===== src/rtl/pkt_stat_pkg.sv =====
package pkt_stat_pkg;

  localparam int unsigned N_GROUPS = 2;
  localparam int unsigned N_SLOTS  = 3;
  localparam int unsigned N_WORDS  = N_GROUPS * N_SLOTS;

  typedef enum logic [1:0] {
    SLOT_LO  = 2'd0,
    SLOT_HI  = 2'd1,
    SLOT_ERR = 2'd2
  } slot_e;

endpackage


===== src/rtl/stat_cell.sv =====
module stat_cell #(
  parameter int unsigned W   = 16,
  parameter bit          SAT = 1'b0
) (
  input  logic         clk,
  input  logic         rst_n,
  input  logic         ev,
  input  logic         snap,
  input  logic         frozen,
  input  logic         clear,
  input  logic         drain,
  output logic [W-1:0] view
);

  logic [W-1:0] live;
  logic [W-1:0] pend;
  logic [W-1:0] merged;

  function automatic logic [W-1:0] acc(input logic [W-1:0] a,
                                       input logic [W-1:0] b,
                                       input logic         c);
    logic [W+1:0] s;
    s = {2'b00, a} + {2'b00, b} + {{(W+1){1'b0}}, c};
    if (SAT && (s[W+1:W] != 2'b00)) return '1;
    return s[W-1:0];
  endfunction

  assign merged = acc(live, pend, 1'b0);
  assign view   = (frozen && !snap) ? live : merged;

  always_ff @(posedge clk or negedge rst_n) begin
    if (!rst_n) begin
      live <= '0;
      pend <= '0;
    end else if (snap) begin
      live <= merged;
      pend <= {{(W-1){1'b0}}, ev};
    end else if (frozen) begin
      pend <= acc(pend, '0, ev);
      if (clear) live <= '0;
    end else if (drain) begin
      live <= acc(live, pend, ev);
      pend <= '0;
    end else begin
      live <= acc(live, '0, ev);
    end
  end

endmodule


===== src/rtl/stat_seq.sv =====
module stat_seq
  import pkt_stat_pkg::*;
(
  input  logic  clk,
  input  logic  rst_n,
  input  logic  hit,
  input  slot_e idx,
  output logic  snap,
  output logic  frozen,
  output logic  clear,
  output logic  release_o,
  output logic  drain
);

  slot_e nxt;
  logic  armed;
  logic  adv;
  logic  finish;
  logic  brk;

  assign snap      = hit && (idx == SLOT_LO);
  assign adv       = hit && frozen && !snap && (idx == nxt);
  assign finish    = adv && (nxt == SLOT_ERR);
  assign brk       = hit && frozen && !snap && (idx != nxt);
  assign clear     = finish && armed;
  assign release_o = finish || brk;

  always_ff @(posedge clk or negedge rst_n) begin
    if (!rst_n) begin
      frozen <= 1'b0;
      nxt    <= SLOT_HI;
      armed  <= 1'b0;
      drain  <= 1'b0;
    end else begin
      drain <= !snap && release_o;
      if (snap) begin
        frozen <= 1'b1;
        nxt    <= SLOT_HI;
        armed  <= !frozen;
      end else if (release_o) begin
        frozen <= 1'b0;
        armed  <= 1'b0;
      end else if (adv) begin
        nxt <= SLOT_ERR;
      end
    end
  end

endmodule


===== src/rtl/stat_group.sv =====
module stat_group
  import pkt_stat_pkg::*;
#(
  parameter int unsigned PKT_W = 32,
  parameter int unsigned ERR_W = 16
) (
  input  logic             clk,
  input  logic             rst_n,
  input  logic             pkt_ev,
  input  logic             err_ev,
  input  logic             hit,
  input  slot_e            idx,
  output logic [PKT_W-1:0] pkt_view,
  output logic [ERR_W-1:0] err_view,
  output logic             frozen,
  output logic             clear,
  output logic             release_o,
  output logic             drain
);

  logic snap;

  stat_seq u_seq (
    .clk       (clk),
    .rst_n     (rst_n),
    .hit       (hit),
    .idx       (idx),
    .snap      (snap),
    .frozen    (frozen),
    .clear     (clear),
    .release_o (release_o),
    .drain     (drain)
  );

  stat_cell #(.W(PKT_W), .SAT(1'b0)) u_pkt (
    .clk    (clk),
    .rst_n  (rst_n),
    .ev     (pkt_ev),
    .snap   (snap),
    .frozen (frozen),
    .clear  (clear),
    .drain  (drain),
    .view   (pkt_view)
  );

  stat_cell #(.W(ERR_W), .SAT(1'b1)) u_err (
    .clk    (clk),
    .rst_n  (rst_n),
    .ev     (err_ev),
    .snap   (snap),
    .frozen (frozen),
    .clear  (clear),
    .drain  (drain),
    .view   (err_view)
  );

endmodule


===== src/rtl/pkt_stat_bank.sv =====
module pkt_stat_bank
  import pkt_stat_pkg::*;
#(
  parameter int unsigned ADDR_W    = 10,
  parameter int unsigned REG_W     = 16,
  parameter int unsigned BASE_ADDR = 'h12B
) (
  input  logic              clk,
  input  logic              rst_n,
  input  logic              tx_pkt,
  input  logic              tx_err,
  input  logic              rx_pkt,
  input  logic              rx_err,
  input  logic              rd_en,
  input  logic [ADDR_W-1:0] rd_addr,
  output logic [REG_W-1:0]  rd_data
);

  localparam int unsigned PKT_W = 2 * REG_W;
  localparam int unsigned ERR_W = REG_W;
  localparam logic [ADDR_W-1:0] BASE = ADDR_W'(BASE_ADDR);

  logic [N_GROUPS-1:0] pkt_ev;
  logic [N_GROUPS-1:0] err_ev;
  logic [N_GROUPS-1:0] grp_hit;
  logic [N_GROUPS-1:0] grp_frozen;
  logic [N_GROUPS-1:0] grp_clear;
  logic [N_GROUPS-1:0] grp_release;
  logic [N_GROUPS-1:0] grp_drain;
  logic [PKT_W-1:0]    pkt_view [N_GROUPS];
  logic [ERR_W-1:0]    err_view [N_GROUPS];

  logic [ADDR_W-1:0] off;
  logic              in_range;
  logic              sel_g;
  slot_e             sel_i;
  logic [REG_W-1:0]  word;

  assign pkt_ev = {rx_pkt, tx_pkt};
  assign err_ev = {rx_err, tx_err};

  assign off      = rd_addr - BASE;
  assign in_range = (rd_addr >= BASE) && (off < ADDR_W'(N_WORDS));

  always_comb begin
    sel_g = 1'b0;
    sel_i = SLOT_LO;
    case (off[2:0])
      3'd1: sel_i = SLOT_HI;
      3'd2: sel_i = SLOT_ERR;
      3'd3: sel_g = 1'b1;
      3'd4: begin sel_g = 1'b1; sel_i = SLOT_HI;  end
      3'd5: begin sel_g = 1'b1; sel_i = SLOT_ERR; end
      default: ;
    endcase
  end

  for (genvar g = 0; g < N_GROUPS; g++) begin : g_grp
    assign grp_hit[g] = rd_en && in_range && (sel_g == g[0]);

    stat_group #(.PKT_W(PKT_W), .ERR_W(ERR_W)) u_grp (
      .clk       (clk),
      .rst_n     (rst_n),
      .pkt_ev    (pkt_ev[g]),
      .err_ev    (err_ev[g]),
      .hit       (grp_hit[g]),
      .idx       (sel_i),
      .pkt_view  (pkt_view[g]),
      .err_view  (err_view[g]),
      .frozen    (grp_frozen[g]),
      .clear     (grp_clear[g]),
      .release_o (grp_release[g]),
      .drain     (grp_drain[g])
    );
  end

  always_comb begin
    case (sel_i)
      SLOT_HI:  word = pkt_view[sel_g][PKT_W-1:REG_W];
      SLOT_ERR: word = err_view[sel_g];
      default:  word = pkt_view[sel_g][REG_W-1:0];
    endcase
  end

  always_ff @(posedge clk or negedge rst_n) begin
    if (!rst_n)     rd_data <= '0;
    else if (rd_en) rd_data <= in_range ? word : '0;
  end

endmodule


===== config.mk =====
export PLATFORM = sky130hd
export DESIGN_NAME = pkt_stat_bank
export DESIGN_NICKNAME = d
export VERILOG_FILES = /design/src/rtl/pkt_stat_pkg.sv /design/src/rtl/stat_cell.sv /design/src/rtl/stat_seq.sv /design/src/rtl/stat_group.sv /design/src/rtl/pkt_stat_bank.sv
export SDC_FILE = /design/constraint.sdc
export NUM_CORES = 1
export LEC_CHECK = 0
export ABC_CLOCK_PERIOD_IN_PS = 13150
export CAP_MARGIN = 40
export CORE_MARGIN = 4
export CORE_UTILIZATION = 24
export CTS_CLUSTER_DIAMETER = 120
export DETAILED_ROUTE_END_ITERATION = 6
export GPL_ROUTABILITY_DRIVEN = 0
export GPL_TIMING_DRIVEN = 0
export SLEW_MARGIN = 15
export SYNTH_ARGS = -nofsm -noshare
export SYNTH_HDL_FRONTEND = slang
export SYNTH_SLANG_ARGS = --single-unit

===== constraint.sdc =====
create_clock -name clk -period 13.15 [get_ports clk]
set_input_delay 2.63 -clock clk [delete_from_list [all_inputs] [get_ports clk]]
set_output_delay 2.63 -clock clk [all_outputs]
set_load 0.02 [all_outputs]

==> summary.txt, run 1 <==
Clocking
  – Worst-path clk slew: 60 ps
  – Num Clock Sinks: 218
  – Cts hold-fix bufs: 0
  – Clock root buffer: clkbuf_16
  – CTS tree: done
  – # resized after CTS: 0
  – Clock tree buffer depth: 3
  – Setup Buffers After CTS: 0
  – Total CTS buffers: 31
  – Clock Latency Late Sink: 600 ps
  – H-tree levels: 1

Critical path
  – Nature of the critical path endpoint: flip-flop
  – CP startpoint: rd_addr[0]
  – Worst setup SP type: primary input
  – Crit path kind: primary input to flip-flop
  – Most used cell, CP: clkbuf_1
  – WP data required: 13590 ps
  – Reg2Reg Launch Point: g_grp[0].u_grp.u_seq.drain
  – Worst path max stage delay: 710 ps
  – Cell Chain, Critical Path: clkdlybuf4s50_1, clkbuf_1, inv_1, ha_1, a2111o_1, a211oi_2, nand3_1, nand2_1, clkbuf_1, clkbuf_1, buf_1, o21ai_0
  – CP max-delay cell: nand3_1
  – Top fanout value on the critical path: 10
  – CP arrival: 8400 ps

Routing
  – DR vias/cell: 5.73
  – Drt wl/cell: 21.0 um
  – # DRC: 0
  – Initial DRC Count: 2802
  – Total number of vias: 23700
  – Initial DRT Pass Iterations: 6
  – Antenna-violating nets left: 0
  – Total Wirelength: 86800 um

STA
  – Final setup margin: 5190 ps
  – Worst slew pin tran: 977 ps
  – Max_slew headroom: 0.349
  – Worst Skew: 22.2 ps
  – Tcrit/Tclk final: 0.605
  – Final setup fails: 0
  – Final hold vios: 0
  – Min Tclk post-route: 7960 ps
  – RSZ-0062 raised after global routing: no
  – Final Max Tran Viols: 0
  – Fmax achieved: 0.126 GHz

Floorplanning
  – FP Rows: 109
  – Core ar.: 0.0888 mm^2
  – I/O Pins: 33
  – Die X: 308 um
  – Die area: 0.0946 mm^2
  – Die H: 308 um
  – Initial Utilization: 0.243

Place
  – Post-DP Area: 0.0234 mm^2
  – DP Worst Slack: 4830 ps
  – Port bufs: 32
  – Post-DP HPWL: 66800 um

Global routing
  – Vias in the first global route: 21800
  – Largest net degree at the start of global routing: 90
  – Grt ovf: 0
  – Antenna violations before repair: 0
  – GRT Total Usage: 0.175
  – First-pass GRT wire length: 132000 um

Logic synthesis
  – Distinct cell type count after synthesis: 104
  – Compound-Gate Fraction of Synth Area: 0.303
  – Simple-Gate Fraction of Synth Area: 0.242
  – Sequential share of the synthesized area: 0.253
  – Post-synthesis average cell area: 7.49 um^2
  – Post-Synth XOR/XNOR Area: 0.0679
  – Yosys reg bits: 218
  – Cell count after synthesis: 2876
  – Ys async rst share: 1.00
  – Multiplexer share of the synthesized area: 0.0152
  – Synth Area in Adders: 0.0721
  – Number of synthesized flops with an enable pin: 0
  – Warnings from Yosys: 0
  – Syn Nets: 3014
  – Top_reg_cell synth: dfrtp_1
  – Largest family of logic cells by synthesized area: compound AO/OA/AOI/OAI gates
  – Post-Syn Area: 0.0215 mm^2

Layout
  – Fin nets: 3089
  – FILL cells: 9628
  – Synthesis-to-finish area growth: 13.4%
  – Ratio of cells with drive above 1 in the final layout: 0.0410
  – Final core occ: 0.275
  – Final std cell area, no fill: 0.0244 mm^2

Pwr
  – Max VDD drop: 0.119 mV
  – Design Power: 3.24 mW
  – Cell leakage power: 10.0 nW
  – Pwr dens: 133 mW/mm^2

Status
  – Outcome: completed

Worst hold path
  – Worst Hold Class: flip-flop to flip-flop
  – Hold path startpoint: g_grp[0].u_grp.u_pkt.pend[31]

Job
  – Max cap viols: 0
[flip-flops by register name (all words and copies together) (netlist names)]
| signal | count |
|---|---|
| g_grp.u_grp.u_err.live | 32 |
| g_grp.u_grp.u_pkt.live | 64 |
| rd_data | 16 |
| g_grp.u_grp.u_seq.armed | 2 |
| g_grp.u_grp.u_pkt.pend | 64 |
| g_grp.u_grp.u_seq.nxt | 4 |
| g_grp.u_grp.u_seq.drain | 2 |
| g_grp.u_grp.u_seq.frozen | 2 |
| g_grp.u_grp.u_err.pend | 32 |
[cell usage after synthesis, types with 20 or more instances]
cell type | count | area, um^2
a21o_1 | 45 | 338
o31ai_1 | 25 | 188
nand2_1 | 287 | 1080
nand4_1 | 47 | 294
and3_1 | 94 | 588
o21a_1 | 21 | 158
a31oi_1 | 72 | 450
dfrtp_1 | 216 | 5410
nor2_1 | 281 | 1050
o211ai_1 | 32 | 240
nor2b_1 | 34 | 213
nand2b_1 | 22 | 138
a211oi_1 | 50 | 375
or3_1 | 20 | 125
xnor2_1 | 97 | 850
nand3_1 | 91 | 455
a22oi_1 | 27 | 203
and2_1 | 28 | 175
xor2_1 | 70 | 613
ha_1 | 117 | 1460
clkbuf_1 | 139 | 522
o21ai_0 | 323 | 1620
nor3_1 | 57 | 285
mux2i_1 | 26 | 260
a21oi_1 | 206 | 1030
inv_1 | 84 | 315
[report_power, final]
group | internal (mW) | leakage (nW) | switching [mW]
Combinational | 0.537 | 6.67 | 0.876
Sequential | 0.778 | 2.89 | 0.211
Clock | 0.483 | 0.488 | 0.353
[metrics by stage]
step | hold slack [ps] | instances | TNS (ps)
floorplan | 464 | 2876 | 0
global placement | 486 | 4073 | -229770
detailed placement | 483 | 4083 | 0
CTS | 500 | 4139 | 0
global route | 540 | 4139 | 0
finish | 508 | 4140 | 0
[layout make-up]
cell class	count	area, um^2	share of cell area
multi-input combinational	2398	15100	0.617
sequential	218	5460	0.223
tap	1165	1460	0.0597
clock buffer	41	873	0.0358
buffer	176	697	0.0285
timing repair buffer	42	433	0.0177
inverter	84	315	0.0129
clock inverter	15	115	0.00471
antenna	1	2.50	0.000102
[per-layer routing]
metal	routed length [um]	track usage
met1	37500	0.242
met2	37100	0.269
met3	8290	0.0329
met4	3950	0.0737
met5	0	0
[path summary, 6_finish.rpt]
path	end	slack, ps	cells past startpoint
max in group asynchronous	g_grp[0].u_grp.u_err.live[11]	10200	2
setup / recovery	g_grp[1].u_grp.u_err.pend[3]	5190	12
min in group asynchronous	g_grp[0].u_grp.u_pkt.live[1]	2010	1
hold / removal	g_grp[0].u_grp.u_pkt.pend[31]	510	1
setup reg to reg	g_grp[0].u_grp.u_pkt.live[29]	7130	17
hold reg to reg	g_grp[0].u_grp.u_pkt.pend[31]	510	1
[worst max-delay path: cells and delay by family]
| kind | cells | cell delay (ps) |
|---|---|---|
| buffers and inverters | 6 | 2990 |
| adder cells (fa/ha/maj) | 1 | 390 |
| AND/OR/NAND/NOR | 2 | 1150 |
| AO/OA/AOI/OAI | 3 | 1210 |
[cell families after synthesis]
logic type / after synthesis
AO/OA/AOI/OAI: 1022
flip-flops: 218
XOR/XNOR: 167
multiplexers: 32
adder cells (fa/ha/maj): 122
AND/OR/NAND/NOR: 1055
buffers and inverters: 260
[cell usage in the layout, fill, tap and decap left out, types with 25 or more instances in the layout]
master,instances
nor2b_1,34
and3_1,94
clkbuf_16,31
a211oi_1,50
nand4_1,47
clkdlybuf4s50_1,31
clkbuf_1,143
dfrtp_1,216
a31oi_1,72
nand3_1,91
nand2_1,287
and2_1,28
xor2_1,70
a22oi_1,27
nor3_1,57
o31ai_1,25
mux2i_1,26
o211ai_1,32
xnor2_1,97
inv_1,84
nor2_1,281
o21ai_0,323
ha_1,117
a21oi_1,206
a21o_1,45
No activity file was read; power rests on OpenSTA's default activity.
==> inputs of run 2 (changes only) <==
Settings changed: ABC_CLOCK_PERIOD_IN_PS 13150 to 6700.
Clock period 13.15 ns to 6.7 ns, I/O delays scaled along.
==> run 2 against run 1 <==
Against the previous run: clock-buffer cell count unchanged; routed wire length up 0.15%; cell area about the same; combinational power up 97%.
==> summary.txt, run 2 (same netlist as run 1, synthesis figures left out) <==
STA
  – Tcrit/Tclk final: 0.990
  – Final setup fails: 0 (unchanged)
  – Worst slew pin tran: 944 ps (-32.9 ps)
  – Final Max Tran Viols: 0 (unchanged)
  – Worst Skew: 25.1 ps (+2.97 ps)
  – Fin Hold WS: 509 ps (+0.612 ps)
  – Final hold vios: 0 (unchanged)
  – Max_slew headroom: 0.354 (+0.00566)
  – Min Tclk post-route: 6630 ps
  – Fmax achieved: 0.151 GHz
  – RSZ-0062 raised after global routing: no
  – Final setup margin: 67.7 ps (-5130 ps)

Floorplanning
  – Initial Utilization: 0.243 (unchanged)
  – Die X: 308 um (unchanged)
  – FP Rows: 109 (unchanged)
  – Die H: 308 um (unchanged)
  – Die area: 0.0946 mm^2 (unchanged)
  – I/O Pins: 33 (unchanged)
  – Core ar.: 0.0888 mm^2 (unchanged)

Pwr
  – Clock Power Share: 0.258 (about the same)
  – Cell leakage power: 10.0 nW (about the same)
  – Logic pwr share: 0.437 (about the same)
  – Pwr dens: 260 mW/mm^2 (+96%)
  – Switching part of the total power: 0.445 (about the same)
  – Max VDD drop: 0.234 mV (+96%)
  – Flop pwr share: 0.305 (about the same)
  – Internal Power: 3.53 mW (+96%)
  – Psw: 2.83 mW (+96%)

Layout
  – Most frequent cells in the layout: o21ai_0 (323), nand2_1 (287), nor2_1 (281)
  – Non-filler cells in the finished layout: 4139 (-0.024%)
  – Fin nets: 3089 (unchanged)
  – Synthesis-to-finish area growth: 13.4% (about the same)
  – Largest regs: g_grp.u_grp.u_pkt.live (64), g_grp.u_grp.u_pkt.pend (64)
  – Ratio of cells with drive above 1 in the final layout: 0.0414 (+0.000336)
  – Final std cell area, no fill: 0.0244 mm^2 (about the same)
  – # diodes: 0 (-1)
  – Commonest non-fill, non-tap cell in the layout: o21ai_0
  – Final core occ: 0.275 (about the same)

Critical path
  – Reg2Reg Depth: 17 (unchanged)
  – Worst path max stage delay: 710 ps (about the same)
  – Cell Chain, Critical Path: clkdlybuf4s50_1, clkbuf_1, inv_1, ha_1, a2111o_1, a211oi_2, nand3_1, nand2_1, clkbuf_1, clkbuf_1, buf_1, o21ai_0
  – Most used cell, CP: clkbuf_1
  – Top fanout value on the critical path: 10 (unchanged)
  – CP max-delay cell: nand3_1
  – WP data required: 7140 ps (-6450 ps)
  – CP startpoint: rd_addr[0]
  – Crit path kind: primary input to flip-flop
  – CP arrival: 7070 ps (-1330 ps)
  – Top Family by Delay on Critical Path: buffers and inverters
  – Worst setup SP type: primary input
  – Nature of the critical path endpoint: flip-flop
  – Cell depth of the worst setup path: 12 (unchanged)
  – Reg2Reg Launch Point: g_grp[0].u_grp.u_seq.drain
  – Buf+Inv Stages, Crit Path: 6 (unchanged)

Place
  – Post-DP Area: 0.0234 mm^2 (unchanged)
  – Post-DP HPWL: 66800 um (unchanged)
  – Dpl cells: 4083 (unchanged)
  – DP Worst Slack: -328 ps (-5160 ps)
  – Port bufs: 32 (unchanged)

Clocking
  – CTS tree: done
  – Clock tree buffer depth: 3 (unchanged)
  – Clock Latency Late Sink: 590 ps (about the same)
  – H-tree levels: 1 (unchanged)
  – Num Clock Sinks: 218 (unchanged)
  – Total CTS buffers: 31 (unchanged)
  – Clock root buffer: clkbuf_16
  – # resized after CTS: 0 (unchanged)
  – Cts hold-fix bufs: 0 (unchanged)
  – Setup Buffers After CTS: 0 (unchanged)
  – Worst-path clk slew: 60 ps (about the same)

Global routing
  – Vias in the first global route: 21800 (unchanged)
  – GRT Total Usage: 0.175 (unchanged)
  – Antenna violations before repair: 0 (unchanged)
  – First-pass GRT wire length: 132000 um (unchanged)
  – Grt ovf: 0 (unchanged)
  – Largest net degree at the start of global routing: 90 (unchanged)

Worst hold path
  – Hold Path Cell Cnt: 1 (unchanged)
  – Worst Hold Class: flip-flop to flip-flop
  – Hold path startpoint: g_grp[0].u_grp.u_pkt.pend[31]

Job
  – Max cap viols: 0 (unchanged)

Routing
  – Initial DRT Pass Iterations: 6 (unchanged)
  – DR vias/cell: 5.74 (+0.23%)
  – Drt wl/cell: 21.0 um (+0.17%)
  – Antenna-violating nets left: 0 (unchanged)
  – Met2 Wirelength: 37200 um (+0.30%)
  – Met3 WL: 8220 um (-0.78%)
  – # DRC: 0 (unchanged)
  – Total number of vias: 23800 (+0.21%)
  – Total Wirelength: 86900 um (+0.15%)
  – Max layer used: met4
  – Metal1 wirelength: 37600 um (+0.34%)
  – Initial DRC Count: 2851 (+1.7%)

Status
  – Outcome: completed
-- run 2: final timing paths --
path | end | slack [ps]
max | g_grp[1].u_grp.u_err.pend[3] | 70
min | g_grp[0].u_grp.u_pkt.pend[31] | 510
max reg2reg | g_grp[0].u_grp.u_pkt.live[29] | 670
min reg2reg | g_grp[0].u_grp.u_pkt.pend[31] | 510
max in group asynchronous | g_grp[0].u_grp.u_err.live[13] | 5030
min in group asynchronous | g_grp[1].u_grp.u_pkt.live[5] | 720
-- run 2: power by group through the flow --
| stage | clock, mW | sequential [mW] | combinational, mW |
|---|---|---|---|
| 6_report | 1.64 | 1.94 | 2.78 |
| 5_1_grt | 1.70 | 1.96 | 3.05 |
| 4_1_cts | 1.65 | 1.92 | 2.71 |
| 3_5_place_dp | 0 | 1.94 | 2.69 |
| 3_3_place_gp | 0 | 1.94 | 2.66 |
| 2_1_floorplan | 0 | 1.76 | 1.99 |
-- run 2: through the flow --
stage          TNS (ps)  total power [mW]
6_report              0              6.36
5_1_grt               0              6.71
4_1_cts               0              6.28
3_5_place_dp      -8240              4.63
3_3_place_gp   -1359170              4.60
2_1_floorplan         0              3.75
-- run 2: per-layer routing --
metal	global-route usage	vias to the layer above
met5	0	-
met4	0.0737	0
met3	0.0329	240
met2	0.269	1230
met1	0.242	11400
li1	-	10900
-- run 2: area by class of cell --
| type | instances | area, um^2 |
|---|---|---|
| fill | 9629 | 64400 |
| inverter | 84 | 315 |
| timing repair buffer | 42 | 433 |
| buffer | 176 | 697 |
| tap | 1165 | 1460 |
| multi-input combinational | 2398 | 15100 |
| clock inverter | 15 | 115 |
| sequential | 218 | 5460 |
| clock buffer | 41 | 873 |
